$ cat src/rtl/pcm_port_pkg.sv
package pcm_port_pkg;
  typedef enum logic {
    SYNC_SHORT = 1'b0,
    SYNC_LONG  = 1'b1
  } sync_mode_e;
endpackage

$ cat src/rtl/pcm_pin_sync.sv
// Multi-stage level synchronizer for asynchronous serial-side pins.
module pcm_pin_sync #(
  parameter int W      = 2,
  parameter int STAGES = 2
) (
  input  logic         clk_i,
  input  logic         rst_ni,
  input  logic [W-1:0] in_i,
  output logic [W-1:0] lvl_o
);
  logic [W-1:0] stg_q [STAGES];

  always_ff @(posedge clk_i or negedge rst_ni) begin
    if (!rst_ni) begin
      for (int s = 0; s < STAGES; s++) stg_q[s] <= '0;
    end else begin
      stg_q[0] <= in_i;
      for (int s = 1; s < STAGES; s++) stg_q[s] <= stg_q[s-1];
    end
  end

  assign lvl_o = stg_q[STAGES-1];
endmodule

$ cat src/rtl/pcm_sync_class.sv
// Per-frame long/short decision: sync level seen on the first two falling edges.
module pcm_sync_class
  import pcm_port_pkg::*;
(
  input  logic       clk_i,
  input  logic       rst_ni,
  input  logic       start_i,
  input  logic       fall_i,
  input  logic       fs_i,
  output sync_mode_e mode_o
);
  logic [1:0] nfall_q, nfall_d;
  logic       h1_q, h1_d;
  sync_mode_e mode_q, mode_d;

  always_comb begin
    nfall_d = nfall_q;
    h1_d    = h1_q;
    mode_d  = mode_q;
    if (start_i) begin
      nfall_d = 2'd0;
      h1_d    = 1'b0;
    end else if (fall_i && nfall_q != 2'd2) begin
      if (nfall_q == 2'd0) h1_d = fs_i;
      else mode_d = (h1_q && fs_i) ? SYNC_LONG : SYNC_SHORT;
      nfall_d = nfall_q + 2'd1;
    end
  end

  always_ff @(posedge clk_i or negedge rst_ni) begin
    if (!rst_ni) begin
      nfall_q <= 2'd2;
      h1_q    <= 1'b0;
      mode_q  <= SYNC_SHORT;
    end else begin
      nfall_q <= nfall_d;
      h1_q    <= h1_d;
      mode_q  <= mode_d;
    end
  end

  assign mode_o = mode_q;
endmodule

$ cat src/rtl/pcm_tx_lane.sv
// Transmit direction: captures the byte at frame start, shifts MSB first on bit-clock rises.
module pcm_tx_lane
  import pcm_port_pkg::*;
#(
  parameter int WORD_W = 8,
  parameter int STAGES = 2
) (
  input  logic              clk_i,
  input  logic              rst_ni,
  input  logic              bclk_i,
  input  logic              fs_i,
  input  logic [WORD_W-1:0] word_i,
  output logic              sd_o,
  output logic              oe_o,
  output sync_mode_e        mode_o
);
  localparam int IDX_W = $clog2(WORD_W);
  localparam logic [IDX_W-1:0] LAST = IDX_W'(WORD_W - 1);

  logic [1:0] lvl, dly_q;   // [0] bit clock, [1] frame sync
  logic bclk_rise, bclk_fall, fs_rise;

  pcm_pin_sync #(.W(2), .STAGES(STAGES)) u_pins (
    .clk_i (clk_i), .rst_ni(rst_ni), .in_i({fs_i, bclk_i}), .lvl_o(lvl)
  );

  assign bclk_rise = lvl[0] & ~dly_q[0];
  assign bclk_fall = ~lvl[0] & dly_q[0];
  assign fs_rise   = lvl[1] & ~dly_q[1];

  pcm_sync_class u_class (
    .clk_i(clk_i), .rst_ni(rst_ni), .start_i(fs_rise),
    .fall_i(bclk_fall), .fs_i(lvl[1]), .mode_o(mode_o)
  );

  logic              active_q, active_d;
  logic              first_q, first_d;
  logic [IDX_W-1:0]  idx_q, idx_d;
  logic [WORD_W-1:0] word_q, word_d;

  always_comb begin
    active_d = active_q;
    first_d  = first_q;
    idx_d    = idx_q;
    word_d   = word_q;
    if (fs_rise) begin
      active_d = 1'b1;
      first_d  = 1'b1;
      idx_d    = '0;
      word_d   = word_i;
    end else if (bclk_rise && active_q) begin
      if (first_q) begin
        first_d = 1'b0;
        // sync still high: long schedule, bit 7 already had its period
        if (lvl[1]) idx_d = IDX_W'(1);
      end else if (idx_q == LAST) begin
        active_d = 1'b0;
      end else begin
        idx_d = idx_q + IDX_W'(1);
      end
    end
  end

  always_ff @(posedge clk_i or negedge rst_ni) begin
    if (!rst_ni) begin
      dly_q    <= '0;
      active_q <= 1'b0;
      first_q  <= 1'b0;
      idx_q    <= '0;
      word_q   <= '0;
    end else begin
      dly_q    <= lvl;
      active_q <= active_d;
      first_q  <= first_d;
      idx_q    <= idx_d;
      word_q   <= word_d;
    end
  end

  assign sd_o = active_q & word_q[LAST - idx_q];
  assign oe_o = active_q | lvl[1];
endmodule

$ cat src/rtl/pcm_rx_lane.sv
// Receive direction: samples on bit-clock falls, keeps one spare sample for short frames.
module pcm_rx_lane
  import pcm_port_pkg::*;
#(
  parameter int WORD_W = 8,
  parameter int STAGES = 2
) (
  input  logic              clk_i,
  input  logic              rst_ni,
  input  logic              bclk_i,
  input  logic              fs_i,
  input  logic              sd_i,
  output logic [WORD_W-1:0] word_o,
  output logic              valid_o,
  output sync_mode_e        mode_o
);
  localparam int CNT_W = $clog2(WORD_W + 2);
  localparam logic [CNT_W-1:0] N_LONG  = CNT_W'(WORD_W);
  localparam logic [CNT_W-1:0] N_SHORT = CNT_W'(WORD_W + 1);

  logic [2:0] lvl;          // [0] bit clock, [1] frame sync, [2] data
  logic [1:0] dly_q;
  logic bclk_fall, fs_rise;

  pcm_pin_sync #(.W(3), .STAGES(STAGES)) u_pins (
    .clk_i(clk_i), .rst_ni(rst_ni), .in_i({sd_i, fs_i, bclk_i}), .lvl_o(lvl)
  );

  assign bclk_fall = ~lvl[0] & dly_q[0];
  assign fs_rise   = lvl[1] & ~dly_q[1];

  pcm_sync_class u_class (
    .clk_i(clk_i), .rst_ni(rst_ni), .start_i(fs_rise),
    .fall_i(bclk_fall), .fs_i(lvl[1]), .mode_o(mode_o)
  );

  logic              active_q, active_d;
  logic [CNT_W-1:0]  cnt_q, cnt_d;
  logic [WORD_W:0]   sreg_q, sreg_d;
  logic [WORD_W-1:0] word_q, word_d;
  logic              valid_q, valid_d;

  always_comb begin
    active_d = active_q;
    cnt_d    = cnt_q;
    sreg_d   = sreg_q;
    word_d   = word_q;
    valid_d  = 1'b0;
    if (fs_rise) begin
      active_d = 1'b1;
      cnt_d    = '0;
    end else if (bclk_fall && active_q) begin
      sreg_d = {sreg_q[WORD_W-1:0], lvl[2]};
      cnt_d  = cnt_q + CNT_W'(1);
      if ((mode_o == SYNC_LONG && cnt_d == N_LONG) || cnt_d == N_SHORT) begin
        word_d   = sreg_d[WORD_W-1:0];
        valid_d  = 1'b1;
        active_d = 1'b0;
      end
    end
  end

  always_ff @(posedge clk_i or negedge rst_ni) begin
    if (!rst_ni) begin
      dly_q    <= '0;
      active_q <= 1'b0;
      cnt_q    <= '0;
      sreg_q   <= '0;
      word_q   <= '0;
      valid_q  <= 1'b0;
    end else begin
      dly_q    <= lvl[1:0];
      active_q <= active_d;
      cnt_q    <= cnt_d;
      sreg_q   <= sreg_d;
      word_q   <= word_d;
      valid_q  <= valid_d;
    end
  end

  assign word_o  = word_q;
  assign valid_o = valid_q;
endmodule

$ cat src/rtl/pcm_serial_port.sv
module pcm_serial_port
  import pcm_port_pkg::*;
#(
  parameter int WORD_W      = 8,
  parameter int SYNC_STAGES = 2
) (
  input  logic              clk_i,
  input  logic              rst_ni,
  input  logic              tx_bclk_i,
  input  logic              tx_fs_i,
  input  logic [WORD_W-1:0] tx_word_i,
  output logic              tx_sd_o,
  output logic              tx_sd_oe_o,
  output logic              tx_long_o,
  input  logic              rx_bclk_i,
  input  logic              rx_fs_i,
  input  logic              rx_sd_i,
  output logic [WORD_W-1:0] rx_word_o,
  output logic              rx_valid_o,
  output logic              rx_long_o
);
  // asynchronous assertion, synchronous release
  logic [1:0] rst_sync_q;
  logic       rst_n;

  always_ff @(posedge clk_i or negedge rst_ni) begin
    if (!rst_ni) rst_sync_q <= 2'b00;
    else         rst_sync_q <= {rst_sync_q[0], 1'b1};
  end
  assign rst_n = rst_sync_q[1];

  sync_mode_e tx_mode, rx_mode;

  pcm_tx_lane #(.WORD_W(WORD_W), .STAGES(SYNC_STAGES)) u_tx (
    .clk_i(clk_i), .rst_ni(rst_n), .bclk_i(tx_bclk_i), .fs_i(tx_fs_i),
    .word_i(tx_word_i), .sd_o(tx_sd_o), .oe_o(tx_sd_oe_o), .mode_o(tx_mode)
  );

  pcm_rx_lane #(.WORD_W(WORD_W), .STAGES(SYNC_STAGES)) u_rx (
    .clk_i(clk_i), .rst_ni(rst_n), .bclk_i(rx_bclk_i), .fs_i(rx_fs_i),
    .sd_i(rx_sd_i), .word_o(rx_word_o), .valid_o(rx_valid_o), .mode_o(rx_mode)
  );

  assign tx_long_o = (tx_mode == SYNC_LONG);
  assign rx_long_o = (rx_mode == SYNC_LONG);
endmodule

$ cat config.mk
export PLATFORM = sky130hd
export DESIGN_NAME = pcm_serial_port
export DESIGN_NICKNAME = d
export VERILOG_FILES = /design/src/rtl/pcm_port_pkg.sv /design/src/rtl/pcm_pin_sync.sv /design/src/rtl/pcm_sync_class.sv /design/src/rtl/pcm_tx_lane.sv /design/src/rtl/pcm_rx_lane.sv /design/src/rtl/pcm_serial_port.sv
export SDC_FILE = /design/constraint.sdc
export NUM_CORES = 1
export LEC_CHECK = 0
export ABC_CLOCK_PERIOD_IN_PS = 5400
export CORE_ASPECT_RATIO = 0.9
export CORE_MARGIN = 4
export CORE_UTILIZATION = 59
export DETAILED_ROUTE_END_ITERATION = 12
export PLACE_DENSITY = 0.81
export SLEW_MARGIN = 10
export SYNTH_ARGS = -nofsm -noshare
export SYNTH_HDL_FRONTEND = slang
export SYNTH_SLANG_ARGS = --single-unit
$ cat constraint.sdc
create_clock -name clk_i -period 5.4 [get_ports clk_i]
set_clock_uncertainty 0.1 [all_clocks]
set_input_delay 1.08 -clock clk_i [delete_from_list [all_inputs] [get_ports clk_i]]
set_output_delay 1.08 -clock clk_i [all_outputs]
set_load 0.005 [all_outputs]
==> results.md <==
GRT:
- After global routing the overflow that remains totals 0.
- The number of global-route vias before repair came to 1,447.
- The routing layer with the top usage in global route is met2.
- For met2 alone, demand over resource in global routing was 30.2%.
- The initial antenna violation count was 0.
- Global routing consumed, on the met3 layer, 10.0% of the routing resources.
- Global routing used 18.9% of the available tracks.
- The met1 routing resource usage after global routing is 21.4%.
- The first global-routing pass estimated 6760 um of wire.
- Entering global routing, the biggest net connects 57 pins.

Yosys:
- The mean post-synth cell area is 14.2 um^2.
- Sequential cells were found to cover 60.5% of the synthesized design area.
- The netlist area before placement is 2400 um^2.
- Counting distinct cell types in the post-synthesis netlist gives 35.
- The number of register bits inferred by synthesis is 58.
- The count of mapped cells out of synthesis is 169.
- The number of nets produced by synthesis is 193.
- For this run, the number of Yosys warnings is 0.

STA:
- The worst slew margin relative to its limit is 25.4%.
- Static timing analysis puts the maximum clock frequency at 0.319 GHz.
- The number of pins with negative max-slew slack in the final report is 0.
- In the post-route analysis, the smallest setup slack over all paths is 2.26 ns.
- After layout, the minimum clock period comes to 3.14 ns.
- For the final routed database, the setup TNS stands at 0 ns.
- The count of final hold-check violations is 0.
- The post-route fraction of the period consumed by the critical path is 58.1%.
- For the pin with the worst max-slew slack, the measured transition is 1.12 ns.
- On the final layout, the worst hold slack is 0.246 ns.
- Setup repair after global routing left no endpoint under its margin.
- Setup violations remaining at the end of the flow were counted as 0.

Final layout:
- With fillers left out, the area of the finished cells amounts to 2950 um^2.
- In the final layout, flip-flops and latches occupy 1460 um^2.
- The footprint of the multi-input gates is 880 um^2.
- Leaving out fill and tap cells, the most frequent cell in the layout is sky130_fd_sc_hd__dfrtp_1.
- The number of diodes is 0.
- The net total in the final layout is 229.
- Compared with the post-synthesis result, the final layout area differs by 22.8%.
- The fraction of final layout cells sized beyond drive strength 1 is 24.3%.
- The number of fill cells is 226.
- Leaving out fill and tap cells, the most frequent cells in the layout are sky130_fd_sc_hd__dfrtp_1, sky130_fd_sc_hd__clkdlybuf4s50_1, sky130_fd_sc_hd__nor2_1.

Setup path:
- At the worst endpoint, the arrival time is 1.96 ns.
- In this run the critical register-to-register path is captured at u_rx.word_o[3].
- The type of element launching the critical path is a flop.
- The largest driver fanout on the critical path is 5.
- Counting cells, the worst reg-to-reg path comes to 4.
- The sort of element at the end of the critical path is a primary output.
- The minimum setup slack among reg-to-reg paths is 3.16 ns.
- The startpoint identified for the worst register-to-register timing path is u_rx.u_pins.lvl_o[1].
- The critical path required time is 4.22 ns.
- The category of the critical setup timing path is flop to primary output.

Min path:
- The worst hold path begins at u_tx.u_pins.stg_q[3].
- For hold timing, the worst endpoint is u_tx.u_pins.lvl_o[1].
- The count of cells along the worst hold path is 0.
- The path class of the tightest hold or removal check is flop to flop.

Place:
- The total cell area at the placement stage is 2710 um^2.
- Detailed placement finished with a half-perimeter wire length of 2780 um.
- The routability-driven placement congestion ratio is 0.776.
- Input and output buffers added on the ports amount to 27.
- The post-placement worst setup slack is 2.60 ns.

Clock tree:
- Clock tree synthesis inserted a total of 9 buffers.
- The clock root buffer master is sky130_fd_sc_hd__clkbuf_8.
- The buffer count from post-CTS setup fixing is 0.
- The register clock-pin slew on the reported worst setup and hold paths is 0.06 ns.
- The insertion delay to the later sink of the worst-skew pair is 0.33 ns.
- Gates resized during post-CTS repair numbered 0.
- The maximum clock insertion buffer count is 2.
- The number of buffers inserted for hold repair after clock tree synthesis is 0.
- TritonCTS built the clock tree.
- The clock drives 58 sinks.
- In this run the number of H-tree levels came out at 3.

Routing:
- For this run, the detailed router's first-pass iteration total came to 4.
- The detailed router finished its first iteration with 76 violations.
- In the final routed layout, each cell accounts on average for 15.8 um.
- The detailed-route via count is 1,371.
- For this run, design rule violations remaining after detail routing come to 0.
- The vias per cell is 5.36.
- The wire length reported by the detailed router is 4040 um.
- The remaining antenna violation count is 0.

Run status:
- The flow ran to the end, and the final reports show no timing, DRC or antenna violations.

Floorplan:
- The overall die height is 68.5 um.
- The total die area is 5160 um^2.
- The area inside the core boundary is 3810 um^2.
- From left edge to right edge, the die measures 75.3 um.
- The number of placed I/O pins is 28.
- The floorplan has 21 rows.
- The initial core utilization is 63.1%.

Power:
- The total power is 1.22 mW.
- In this run the power density over the cells is 414 nW/um^2.
- The analysis attributes to cell leakage a power of 1.32 nW.
- Across the VDD grid, the largest voltage drop is 0.267 mV.

Run:
- The tool flagged a number of max-cap violations equal to 0.
==> how the worst max path moves through the flow <==
stage	startpoint	to	slack, ns	cells past startpoint
floorplan	u_tx.idx_q[0]	tx_sd_o	3.11	3
global placement	u_tx.idx_q[0]	tx_sd_o	2.61	4
detailed placement	u_tx.idx_q[0]	tx_sd_o	2.60	4
CTS	u_tx.idx_q[0]	tx_sd_o	2.23	4
global route	u_tx.idx_q[0]	tx_sd_o	2.13	4
finish	u_tx.idx_q[0]	tx_sd_o	2.26	4
==> per-stage QoR <==
stage	cells	util, %
after floorplan	169	-
after global placement	240	71.2
after detailed placement	240	71.2
after CTS	256	77.4
after global routing	256	77.4
final	256	77.4
==> layout make-up <==
cell class                 instances  area share, %
clock buffer                      12           5.60
tap                               46           1.95
inverter                          11           1.40
clock inverter                     4           2.46
multi-input combinational         97           29.8
timing repair buffer              28           9.42
sequential                        58           49.3
==> synthesized netlist by cell type (all sizes together) <==
library cell / number / area, um^2
o22ai: 2 / 12.5
dfrtp: 56 / 1400
nand4bb: 1 / 11.3
dfstp: 2 / 52.6
xor2: 2 / 17.5
ha: 9 / 113
a22o: 2 / 17.5
buf: 3 / 27.5
nor3b: 2 / 20.0
or2: 2 / 12.5
inv: 11 / 41.3
or3: 1 / 6.26
nand2b: 2 / 12.5
a21o: 3 / 22.5
o21ai: 1 / 5.00
nand3b: 2 / 27.5
nor2: 17 / 80.1
nand2: 3 / 11.3
mux4: 2 / 45.0
a22oi: 2 / 15.0
a311oi: 2 / 17.5
conb: 1 / 3.75
nor4b: 1 / 23.8
a211oi: 1 / 7.51
nand3: 1 / 5.00
a21oi: 6 / 30.0
mux2: 23 / 289
xnor2: 4 / 35.0
nor2b: 3 / 18.8
mux2i: 2 / 20.0
==> metal layers <==
metal / vias to the layer above / share of wire [%]
li1: 650 / -
met1: 685 / 43
met2: 30 / 51
met3: 6 / 4.8
met4: 0 / 0.99
met5: - / 0
==> flip-flops by register name, summed over array words and instances (netlist names), 2 cells and up <==
register / count
u_rx.word_o: 8
u_tx.word_q: 8
u_rx.sreg_q: 7
u_rx.cnt_q: 4
u_rx.u_pins.lvl_o: 3
u_rx.u_pins.stg_q: 3
u_tx.idx_q: 3
rst_sync_q: 2
u_rx.dly_q: 2
u_rx.u_class.nfall_q: 2
u_tx.dly_q: 2
u_tx.u_class.nfall_q: 2
u_tx.u_pins.lvl_o: 2
u_tx.u_pins.stg_q: 2
==> power breakdown <==
group / total, mW / internal, mW / leakage [nW] / switching, mW
Clock: 0.459 / 0.297 / 0.119 / 0.162
Sequential: 0.561 / 0.508 / 0.706 / 0.0528
Combinational: 0.201 / 0.114 / 0.495 / 0.0864
==> logic make-up (layout without fill, tap and decap cells) <==
kind of cell,after synthesis,count (layout),share of synthesized area [%]
flops,58,58,60.5
other cells,1,1,0.156
fa+ha+maj,9,9,4.69
xor+xnor,6,6,2.19
buf+inv,14,55,2.86
simple gates,35,35,9.53
compound gates,19,19,5.31
mux,27,27,14.7
==> critical path: stages (launching register included) <==
cell	delay (ns)
sky130_fd_sc_hd__dfrtp_1	0.45
sky130_fd_sc_hd__mux4_2	0.52
sky130_fd_sc_hd__mux2i_1	0.16
sky130_fd_sc_hd__nor2b_1	0.06
sky130_fd_sc_hd__clkdlybuf4s50_1	0.44
Note: power is estimated with default switching activity, not from simulation.
